--- src/rtl/rxd_pkg.sv ---
package rxd_pkg;
  localparam int WORD_W      = 32;
  localparam int HALF_W      = WORD_W / 2;
  localparam int BYTE_W      = 8;
  localparam int OWN_BIT     = 31;
  localparam int LIST_END_BIT = 30;
  localparam int FAULT_BIT   = 27;
  localparam int DESC_STRIDE = 12;
  localparam int ALIGN_BITS  = 5;

  typedef enum logic [3:0] {
    ST_STOP,
    ST_RD0,
    ST_RD1,
    ST_RD2,
    ST_RD3,
    ST_ARMED,
    ST_RX,
    ST_FLUSH,
    ST_WB1,
    ST_WB0
  } ring_state_t;
endpackage

--- src/rtl/rxd_framer.sv ---
module rxd_framer (
  input  logic clk,
  input  logic rst_n,
  input  logic s_valid,
  input  logic s_last,
  input  logic armed,
  output logic take,
  output logic start,
  output logic done
);
  logic busy_q, busy_d;
  logic drop_q, drop_d;
  logic first;

  always_comb begin
    first  = s_valid && !busy_q && !drop_q;
    start  = first && armed;
    take   = s_valid && (busy_q || start);
    done   = take && s_last;
    busy_d = busy_q;
    if (done)
      busy_d = 1'b0;
    else if (take)
      busy_d = 1'b1;
    drop_d = (first && !armed && !s_last) || (drop_q && !(s_valid && s_last));
  end

  always_ff @(posedge clk or negedge rst_n) begin
    if (!rst_n) begin
      busy_q <= 1'b0;
      drop_q <= 1'b0;
    end else begin
      busy_q <= busy_d;
      drop_q <= drop_d;
    end
  end
endmodule

--- src/rtl/rxd_packer.sv ---
module rxd_packer
  import rxd_pkg::*;
#(
  parameter int ADDR_W = 32
) (
  input  logic               clk,
  input  logic               rst_n,
  input  logic               take,
  input  logic               start,
  input  logic [BYTE_W-1:0]  s_data,
  input  logic               s_last,
  input  logic               s_err,
  input  logic [HALF_W-1:0]  buf_size,
  input  logic [ADDR_W-1:0]  buf_addr,
  output logic               wr_go,
  output logic [ADDR_W-1:0]  wr_addr,
  output logic [WORD_W-1:0]  wr_data,
  output logic [HALF_W-1:0]  frm_len,
  output logic               frm_err
);
  localparam int LANE_W = $clog2(WORD_W / BYTE_W);

  logic [HALF_W-1:0] cnt_q, cnt_d, cnt_base, cnt_inc;
  logic [WORD_W-1:0] acc_q, acc_d, acc_fill;
  logic              err_q, err_d, err_base;
  logic              go_d;
  logic [ADDR_W-1:0] addr_d;
  logic [WORD_W-1:0] data_d;
  logic [LANE_W-1:0] lane;
  logic              room, flush;

  always_comb begin
    cnt_base = start ? '0 : cnt_q;
    err_base = start ? 1'b0 : err_q;
    cnt_inc  = cnt_base + 1'b1;
    lane     = cnt_base[LANE_W-1:0];
    room     = cnt_base < buf_size;
    flush    = (lane == LANE_W'((WORD_W / BYTE_W) - 1)) || s_last || (cnt_inc == buf_size);
    acc_fill = ((lane == '0) ? '0 : acc_q) |
               ({{(WORD_W-BYTE_W){1'b0}}, s_data} << {lane, 3'b000});
    cnt_d  = cnt_q;
    acc_d  = acc_q;
    err_d  = err_q;
    go_d   = 1'b0;
    addr_d = wr_addr;
    data_d = wr_data;
    if (take) begin
      err_d = err_base || s_err;
      if (room) begin
        cnt_d  = cnt_inc;
        acc_d  = acc_fill;
        go_d   = flush;
        data_d = acc_fill;
        addr_d = buf_addr + {{(ADDR_W-HALF_W){1'b0}}, cnt_base[HALF_W-1:LANE_W], {LANE_W{1'b0}}};
      end else begin
        cnt_d = cnt_base;
        err_d = 1'b1;
      end
    end
  end

  always_ff @(posedge clk or negedge rst_n) begin
    if (!rst_n) begin
      cnt_q   <= '0;
      acc_q   <= '0;
      err_q   <= 1'b0;
      wr_go   <= 1'b0;
      wr_addr <= '0;
      wr_data <= '0;
    end else begin
      wr_go <= go_d;
      if (take) begin
        cnt_q   <= cnt_d;
        acc_q   <= acc_d;
        err_q   <= err_d;
        wr_addr <= addr_d;
        wr_data <= data_d;
      end
    end
  end

  assign frm_len = cnt_q;
  assign frm_err = err_q;
endmodule

--- src/rtl/rxd_ring_ctrl.sv ---
module rxd_ring_ctrl
  import rxd_pkg::*;
#(
  parameter int ADDR_W = 32,
  parameter int OFF_W  = 16
) (
  input  logic               clk,
  input  logic               rst_n,
  input  logic [ADDR_W-1:0]  ring_base,
  input  logic               rx_go,
  input  logic [WORD_W-1:0]  rd_data,
  input  logic               frm_take,
  input  logic               frm_done,
  input  logic               pk_go,
  input  logic [ADDR_W-1:0]  pk_addr,
  input  logic [WORD_W-1:0]  pk_data,
  input  logic [HALF_W-1:0]  frm_len,
  input  logic               frm_err,
  output logic               armed,
  output logic               rx_run,
  output logic [HALF_W-1:0]  buf_size,
  output logic [ADDR_W-1:0]  buf_addr,
  output logic               mem_en,
  output logic               mem_we,
  output logic [ADDR_W-1:0]  mem_addr,
  output logic [WORD_W-1:0]  mem_wdata
);
  localparam logic [ADDR_W-1:0] ALIGN_MASK = ~((ADDR_W'(1) << ALIGN_BITS) - 1'b1);

  ring_state_t       st_q, st_d;
  logic [OFF_W-1:0]  off_q, off_d;
  logic              eol_q, eol_d;
  logic [HALF_W-1:0] size_q, size_d;
  logic [ADDR_W-1:0] baddr_q, baddr_d;
  logic [ADDR_W-1:0] desc_addr;
  logic              c_en, c_we;
  logic [ADDR_W-1:0] c_addr;
  logic [WORD_W-1:0] c_data, wb0;

  always_comb begin
    desc_addr = ring_base + {{(ADDR_W-OFF_W){1'b0}}, off_q};
    wb0 = '0;
    wb0[LIST_END_BIT] = eol_q;
    wb0[FAULT_BIT]    = frm_err;
    st_d    = st_q;
    off_d   = off_q;
    eol_d   = eol_q;
    size_d  = size_q;
    baddr_d = baddr_q;
    c_en    = 1'b0;
    c_we    = 1'b0;
    c_addr  = desc_addr;
    c_data  = '0;
    case (st_q)
      ST_STOP:  if (rx_go) st_d = ST_RD0;
      ST_RD0: begin
        c_en = 1'b1;
        st_d = ST_RD1;
      end
      ST_RD1: begin
        c_en   = 1'b1;
        c_addr = desc_addr + ADDR_W'(4);
        if (rd_data[OWN_BIT]) begin
          eol_d = rd_data[LIST_END_BIT];
          st_d  = ST_RD2;
        end else begin
          st_d = ST_STOP;
        end
      end
      ST_RD2: begin
        c_en   = 1'b1;
        c_addr = desc_addr + ADDR_W'(8);
        size_d = rd_data[WORD_W-1:HALF_W];
        st_d   = ST_RD3;
      end
      ST_RD3: begin
        baddr_d = rd_data & ALIGN_MASK;
        st_d    = ST_ARMED;
      end
      ST_ARMED: begin
        if (frm_done)
          st_d = ST_FLUSH;
        else if (frm_take)
          st_d = ST_RX;
      end
      ST_RX:    if (frm_done) st_d = ST_FLUSH;
      ST_FLUSH: st_d = ST_WB1;
      ST_WB1: begin
        c_en   = 1'b1;
        c_we   = 1'b1;
        c_addr = desc_addr + ADDR_W'(4);
        c_data = {size_q, frm_len};
        st_d   = ST_WB0;
      end
      ST_WB0: begin
        c_en   = 1'b1;
        c_we   = 1'b1;
        c_data = wb0;
        off_d  = eol_q ? '0 : off_q + OFF_W'(DESC_STRIDE);
        st_d   = ST_RD0;
      end
      default: st_d = ST_STOP;
    endcase
  end

  always_ff @(posedge clk or negedge rst_n) begin
    if (!rst_n) begin
      st_q    <= ST_STOP;
      off_q   <= '0;
      eol_q   <= 1'b0;
      size_q  <= '0;
      baddr_q <= '0;
    end else begin
      st_q    <= st_d;
      off_q   <= off_d;
      eol_q   <= eol_d;
      size_q  <= size_d;
      baddr_q <= baddr_d;
    end
  end

  always_comb begin
    if (pk_go) begin
      mem_en    = 1'b1;
      mem_we    = 1'b1;
      mem_addr  = pk_addr;
      mem_wdata = pk_data;
    end else begin
      mem_en    = c_en;
      mem_we    = c_we;
      mem_addr  = c_addr;
      mem_wdata = c_data;
    end
  end

  assign armed    = (st_q == ST_ARMED);
  assign rx_run   = (st_q != ST_STOP);
  assign buf_size = size_q;
  assign buf_addr = baddr_q;
endmodule

--- src/rtl/rxring_dma.sv ---
module rxring_dma
  import rxd_pkg::*;
#(
  parameter int ADDR_W = 32,
  parameter int OFF_W  = 16
) (
  input  logic               clk,
  input  logic               rst_n,
  input  logic [ADDR_W-1:0]  ring_base,
  input  logic               rx_go,
  output logic               rx_run,
  input  logic               s_valid,
  input  logic [BYTE_W-1:0]  s_data,
  input  logic               s_last,
  input  logic               s_err,
  output logic               mem_en,
  output logic               mem_we,
  output logic [ADDR_W-1:0]  mem_addr,
  output logic [WORD_W-1:0]  mem_wdata,
  input  logic [WORD_W-1:0]  mem_rdata
);
  logic              armed, take, start, done;
  logic              pk_go, frm_err;
  logic [ADDR_W-1:0] pk_addr, buf_addr;
  logic [WORD_W-1:0] pk_data;
  logic [HALF_W-1:0] frm_len, buf_size;

  rxd_framer u_framer (
    .clk     (clk),
    .rst_n   (rst_n),
    .s_valid (s_valid),
    .s_last  (s_last),
    .armed   (armed),
    .take    (take),
    .start   (start),
    .done    (done)
  );

  rxd_packer #(.ADDR_W(ADDR_W)) u_packer (
    .clk      (clk),
    .rst_n    (rst_n),
    .take     (take),
    .start    (start),
    .s_data   (s_data),
    .s_last   (s_last),
    .s_err    (s_err),
    .buf_size (buf_size),
    .buf_addr (buf_addr),
    .wr_go    (pk_go),
    .wr_addr  (pk_addr),
    .wr_data  (pk_data),
    .frm_len  (frm_len),
    .frm_err  (frm_err)
  );

  rxd_ring_ctrl #(.ADDR_W(ADDR_W), .OFF_W(OFF_W)) u_ctrl (
    .clk       (clk),
    .rst_n     (rst_n),
    .ring_base (ring_base),
    .rx_go     (rx_go),
    .rd_data   (mem_rdata),
    .frm_take  (take),
    .frm_done  (done),
    .pk_go     (pk_go),
    .pk_addr   (pk_addr),
    .pk_data   (pk_data),
    .frm_len   (frm_len),
    .frm_err   (frm_err),
    .armed     (armed),
    .rx_run    (rx_run),
    .buf_size  (buf_size),
    .buf_addr  (buf_addr),
    .mem_en    (mem_en),
    .mem_we    (mem_we),
    .mem_addr  (mem_addr),
    .mem_wdata (mem_wdata)
  );
endmodule

--- config.mk ---
export PLATFORM = sky130hd
export DESIGN_NAME = rxring_dma
export DESIGN_NICKNAME = d
export VERILOG_FILES = /design/src/rtl/rxd_pkg.sv /design/src/rtl/rxd_framer.sv /design/src/rtl/rxd_packer.sv /design/src/rtl/rxd_ring_ctrl.sv /design/src/rtl/rxring_dma.sv
export SDC_FILE = /design/constraint.sdc
export NUM_CORES = 1
export LEC_CHECK = 0
export ABC_AREA = 1
export BUFFER_PORTS_ARGS = -buffer_cell sky130_fd_sc_hd__buf_2
export CAP_MARGIN = 20
export CELL_PAD_IN_SITES_DETAIL_PLACEMENT = 0
export CELL_PAD_IN_SITES_GLOBAL_PLACEMENT = 1
export CORE_ASPECT_RATIO = 1.4
export CORE_MARGIN = 8
export CORE_UTILIZATION = 39
export CTS_BUF_LIST = sky130_fd_sc_hd__clkbuf_4 sky130_fd_sc_hd__clkbuf_8
export DETAILED_ROUTE_END_ITERATION = 7
export PLACE_DENSITY_LB_ADDON = 0.1
export SETUP_SLACK_MARGIN = 0.5
export SYNTH_ARGS = -nofsm -noshare
export SYNTH_HDL_FRONTEND = slang
export SYNTH_SLANG_ARGS = --single-unit
--- constraint.sdc ---
create_clock -name clk -period 3.2 [get_ports clk]
set_input_delay 0.16 -clock clk [delete_from_list [all_inputs] [get_ports clk]]
set_output_delay 0.16 -clock clk [all_outputs]
set_load 0.02 [all_outputs]
==> run_results.csv <==
group,metric,value,unit
yosys,syn_inst,1775,
clock_tree,clk_latency,0.50,ns
place,port-buffer-count,139,
sta,rsz0062_at_grt,"yes",
power,power_density,856.5,nW/um2
place,hpwl,35.38,mm
setup_path,worstSetupStartpointType,"flop",
yosys,postSynthAreaPerCell,6.607,um2
setup_path,crit_family,"simple AND/OR/NAND/NOR gates",
yosys,yosysUniqueCellTypes,54,
grt,track_usage,0.2645,
clock_tree,numCtsBuffers,17,
clock_tree,cts_tree,"done",
setup_path,crit_buf_inv,4,
place,dp.cells,2359,
yosys,synth_warnings,0,
min_path,hold_start,"s_last",
detailed_routing,drc,0,
setup_path,r2r_setup_slack,0.05,ns
clock_tree,clockBufferDepth,2,
layout,drive_gt1_frac,0.4336,
power,switching_power,7.665,mW
layout,fill_cells,2626,
power,power.internal,8.315,mW
sta,fin_skew,0.01347,ns
layout,n_antenna_cell,0,
sta,final.min_clock_period,3.357,ns
setup_path,slowest_delay,0.42,ns
layout,mostFrequentLayoutCells,"nand2_1, inv_1, buf_4",
yosys,synth_seq_cells,144,
floorplan,die_w,162.6,um
min_path,whs_endpoint,"u_framer.drop_q$_DFF_PN0_",
detailed_routing,drtAntennaViolNets,0,
layout,fin_util,0.6272,
outcome,violations,"setup timing",
layout,syn2layout_area_growth,59.08,%
sta,slew_headroom,0.5209,
setup_path,worst-setup-path-type,"reg -> out",
floorplan,core-area,29750,um2
floorplan,die_y,221.2,um
power,max-vdd-ir-drop,0.4551,mV
setup_path,path_max_fanout,6,
sta,max_freq,0.2978,GHz
layout,multiInputGateArea,9365,um2
setup_path,reg2regPathDepth,24,
layout,fin_nets,2280,
detailed_routing,vias,13530,
setup_path,slowest_stage,"dfrtp_1",
layout,instances_no_fill,2553,
place,gp_congestion,0.9492,
floorplan,start_util,0.3942,
grt,grt_start_max_net_pins,72,
floorplan,io_pins,145,
setup_path,path_cells,"ha_4, nand2_1, nand2_2, nand2_1, nand2_1, inv_2, nand2_8, buf_4, xnor2_2, nor2_4, inv_4, nor2_4, nand2_2, nand2_4, nand4_1, a31oi_2, buf_4",
detailed_routing,wirelength,49.94,mm
sta,maxSlewViolCount,0,
layout,seqCellArea,3607,um2
sta,postLayoutSetupSlackWorst,-0.1574,ns
power,clockPowerShare,0.097,
yosys,netlist_area,11730,um2
setup_path,r2r_start,"u_ctrl.st_q[0]$_DFFE_PN0P_",
sta,period_share,1.049,
sta,tightest_slew,0.7187,ns
detailed_routing,first_pass_iters,5,
detailed_routing,first_iter_violations,592,
grt,grt_pass1_wl,73.43,mm
detailed_routing,via_per_inst,5.300,
clock_tree,h-tree-depth,4,
detailed_routing,wl_per_cell,19.56,um
power,pwr-share-comb,0.697,
outcome,outcome,"finished, violations left",
run,maxCapViolations,0,
floorplan,die-area,35950,um2
clock_tree,clock_sinks,144,
setup_path,rr_endpoint,"u_packer.wr_addr[29]$_DFFE_PN0P_",
grt,overflow,0,
floorplan,rows,75,
clock_tree,clockRootBuffer,"clkbuf_8",
power,sw_frac_of_total,0.4796,
grt,antenna_found_initial,0,
setup_path,end_kind,"primary output",
clock_tree,clk_pin_slew,0.09,ns
sta,hold_viol_final,0,
power,sequentialPowerShare,0.206,
layout,final_common_cell,"nand2_1",
min_path,min_path_cells,3,
min_path,hold_class,"in -> reg",
setup_path,cp.required,3.04,ns
setup_path,crit_path_frequent_cell,"nand2_1",
power,cellLeakagePower,8.814,nW
sta,finalSetupViolCount,21,
grt,grt_pass1_vias,13770,
yosys,synth_nets,1900,
yosys,ys_seq_area_frac,0.3073,
setup_path,worst_ep_arrival_time,3.20,ns
## worst max path at each step
stage | slack [ns] | start | end | cells past startpoint
after floorplan | 0.41 | u_ctrl.st_q[0]$_DFFE_PN0P_ | u_packer.wr_data[24]$_DFFE_PN0P_ | 21
after global placement | 0.09 | u_ctrl.st_q[0]$_DFFE_PN0P_ | u_packer.wr_addr[27]$_DFFE_PN0P_ | 21
after detailed placement | 0.06 | u_ctrl.off_q[15]$_DFFE_PN0P_ | mem_addr[30] | 19
after CTS | -0.17 | u_ctrl.off_q[3]$_DFFE_PN0P_ | mem_addr[21] | 18
after global routing | -0.27 | u_ctrl.off_q[4]$_DFFE_PN0P_ | mem_addr[16] | 15
final | -0.16 | u_ctrl.off_q[7]$_DFFE_PN0P_ | mem_addr[16] | 17
## per-stage QoR
stage	cell area, um2	hold slack [ns]	setup WS (ns)	setup TNS (ns)	total power, mW
final	18660	0.05661	-0.1574	-1.419	15.98
after global routing	18660	0.06206	-0.2677	-4.538	16.92
after CTS	17110	0.0006212	-0.1654	-2.428	14.20
after detailed placement	13660	0.2461	0.06352	0	10.19
after global placement	13660	0.2393	0.08716	0	10.11
after floorplan	11850	-0.1356	0.4051	0	7.750
## routing by layer
metal | track usage | wire length [um] | vias to the layer above | part of all wire
met5 | 0 | 0 | - | 0
met4 | 0.1973 | 4227 | 0 | 0.085
met3 | 0.03716 | 1954 | 180 | 0.039
met2 | 0.4960 | 26760 | 401 | 0.54
met1 | 0.2551 | 17000 | 6427 | 0.34
li1 | - | - | 6523 | -
## Yosys cell counts (all sizes together)
master,number,share of area
nand2,437,0.14
inv,298,0.095
nor2,202,0.077
o21ai,154,0.066
nand3,148,0.068
dfrtp,144,0.31
a21oi,85,0.037
ha,46,0.049
o22ai,41,0.022
clkbuf,32,0.010
nand4,27,0.014
nor3,27,0.012
xor2,24,0.019
mux2,20,0.019
xnor2,15,0.011
buf,13,0.0062
o211ai,9,0.0058
a31oi,8,0.0043
nand3b,5,0.0032
a211oi,4,0.0026
a21o,3,0.0019
a22oi,3,0.0019
and2,3,0.0016
clkinv,3,0.0011
nor4,3,0.0016
xnor3,3,0.0058
a21boi,2,0.0013
a221oi,2,0.0015
and3,2,0.0011
nor3b,2,0.0013
o21a,2,0.0013
o31ai,2,0.0013
a2bb2oi,1,0.00075
a32o,1,0.00085
a41oi,1,0.00075
fa,1,0.0017
nor4b,1,0.00075
or2,1,0.00053
## worst register-to-register path, delay by kind of cell (launching register included)
family | cells | cell delay [ns]
buf+inv | 6 | 0.61
simple gates | 13 | 1.17
compound gates | 3 | 0.46
flops | 1 | 0.39
xor+xnor | 1 | 0.14
fa+ha+maj | 1 | 0.29
## sequential cells by signal, indices dropped and copies added, names as in the netlist
| register | cells |
|---|---|
| u_ctrl.buf_addr | 27 |
| u_ctrl.buf_size | 16 |
| u_ctrl.eol_q | 1 |
| u_ctrl.off_q | 14 |
| u_ctrl.st_q | 4 |
| u_framer.busy_q | 1 |
| u_framer.drop_q | 1 |
| u_packer.frm_err | 1 |
| u_packer.frm_len | 16 |
| u_packer.wr_addr | 30 |
| u_packer.wr_data | 32 |
| u_packer.wr_go | 1 |
## timing repair
item | CTS | global route
setup endpoints to repair | 112 | 116
buffers inserted | 66 | 40
cloned | 12 | 4
resized for setup | 445 | 322
hold endpoints to repair | 140 | 0
pin swaps | 122 | 145
hold buffers | 40 | 0
## final cells by class
type / instances / share of cell area
clock buffers: 19 / 0.01402
multi-input cells: 1286 / 0.5020
repair buffers: 405 / 0.1941
clock inverters: 13 / 0.008182
inverters: 301 / 0.06257
flip-flops and latches: 144 / 0.1933
well taps: 385 / 0.02582
## cell families (layout without fill, tap and decap cells)
logic type / Yosys count / count (layout) / share of synthesized area
and+or+nand+nor: 858 / 859 / 0.3251
buffers and inverters: 346 / 738 / 0.1129
DFF: 144 / 144 / 0.3073
xor gates and xnor gates: 42 / 42 / 0.03617
AOI/OAI and AO/OA: 318 / 318 / 0.1486
adders and majority gates: 47 / 47 / 0.05078
muxes: 20 / 20 / 0.01920
## power groups by stage
stage / clock [mW] / combinational [mW] / sequential, mW
floorplan: 0 / 4.73 / 3.02
global placement: 0 / 6.87 / 3.23
detailed placement: 0 / 6.94 / 3.25
CTS: 1.58 / 9.34 / 3.27
global route: 1.65 / 11.9 / 3.38
finish: 1.55 / 11.1 / 3.29
(Power assumes the default switching activity.)
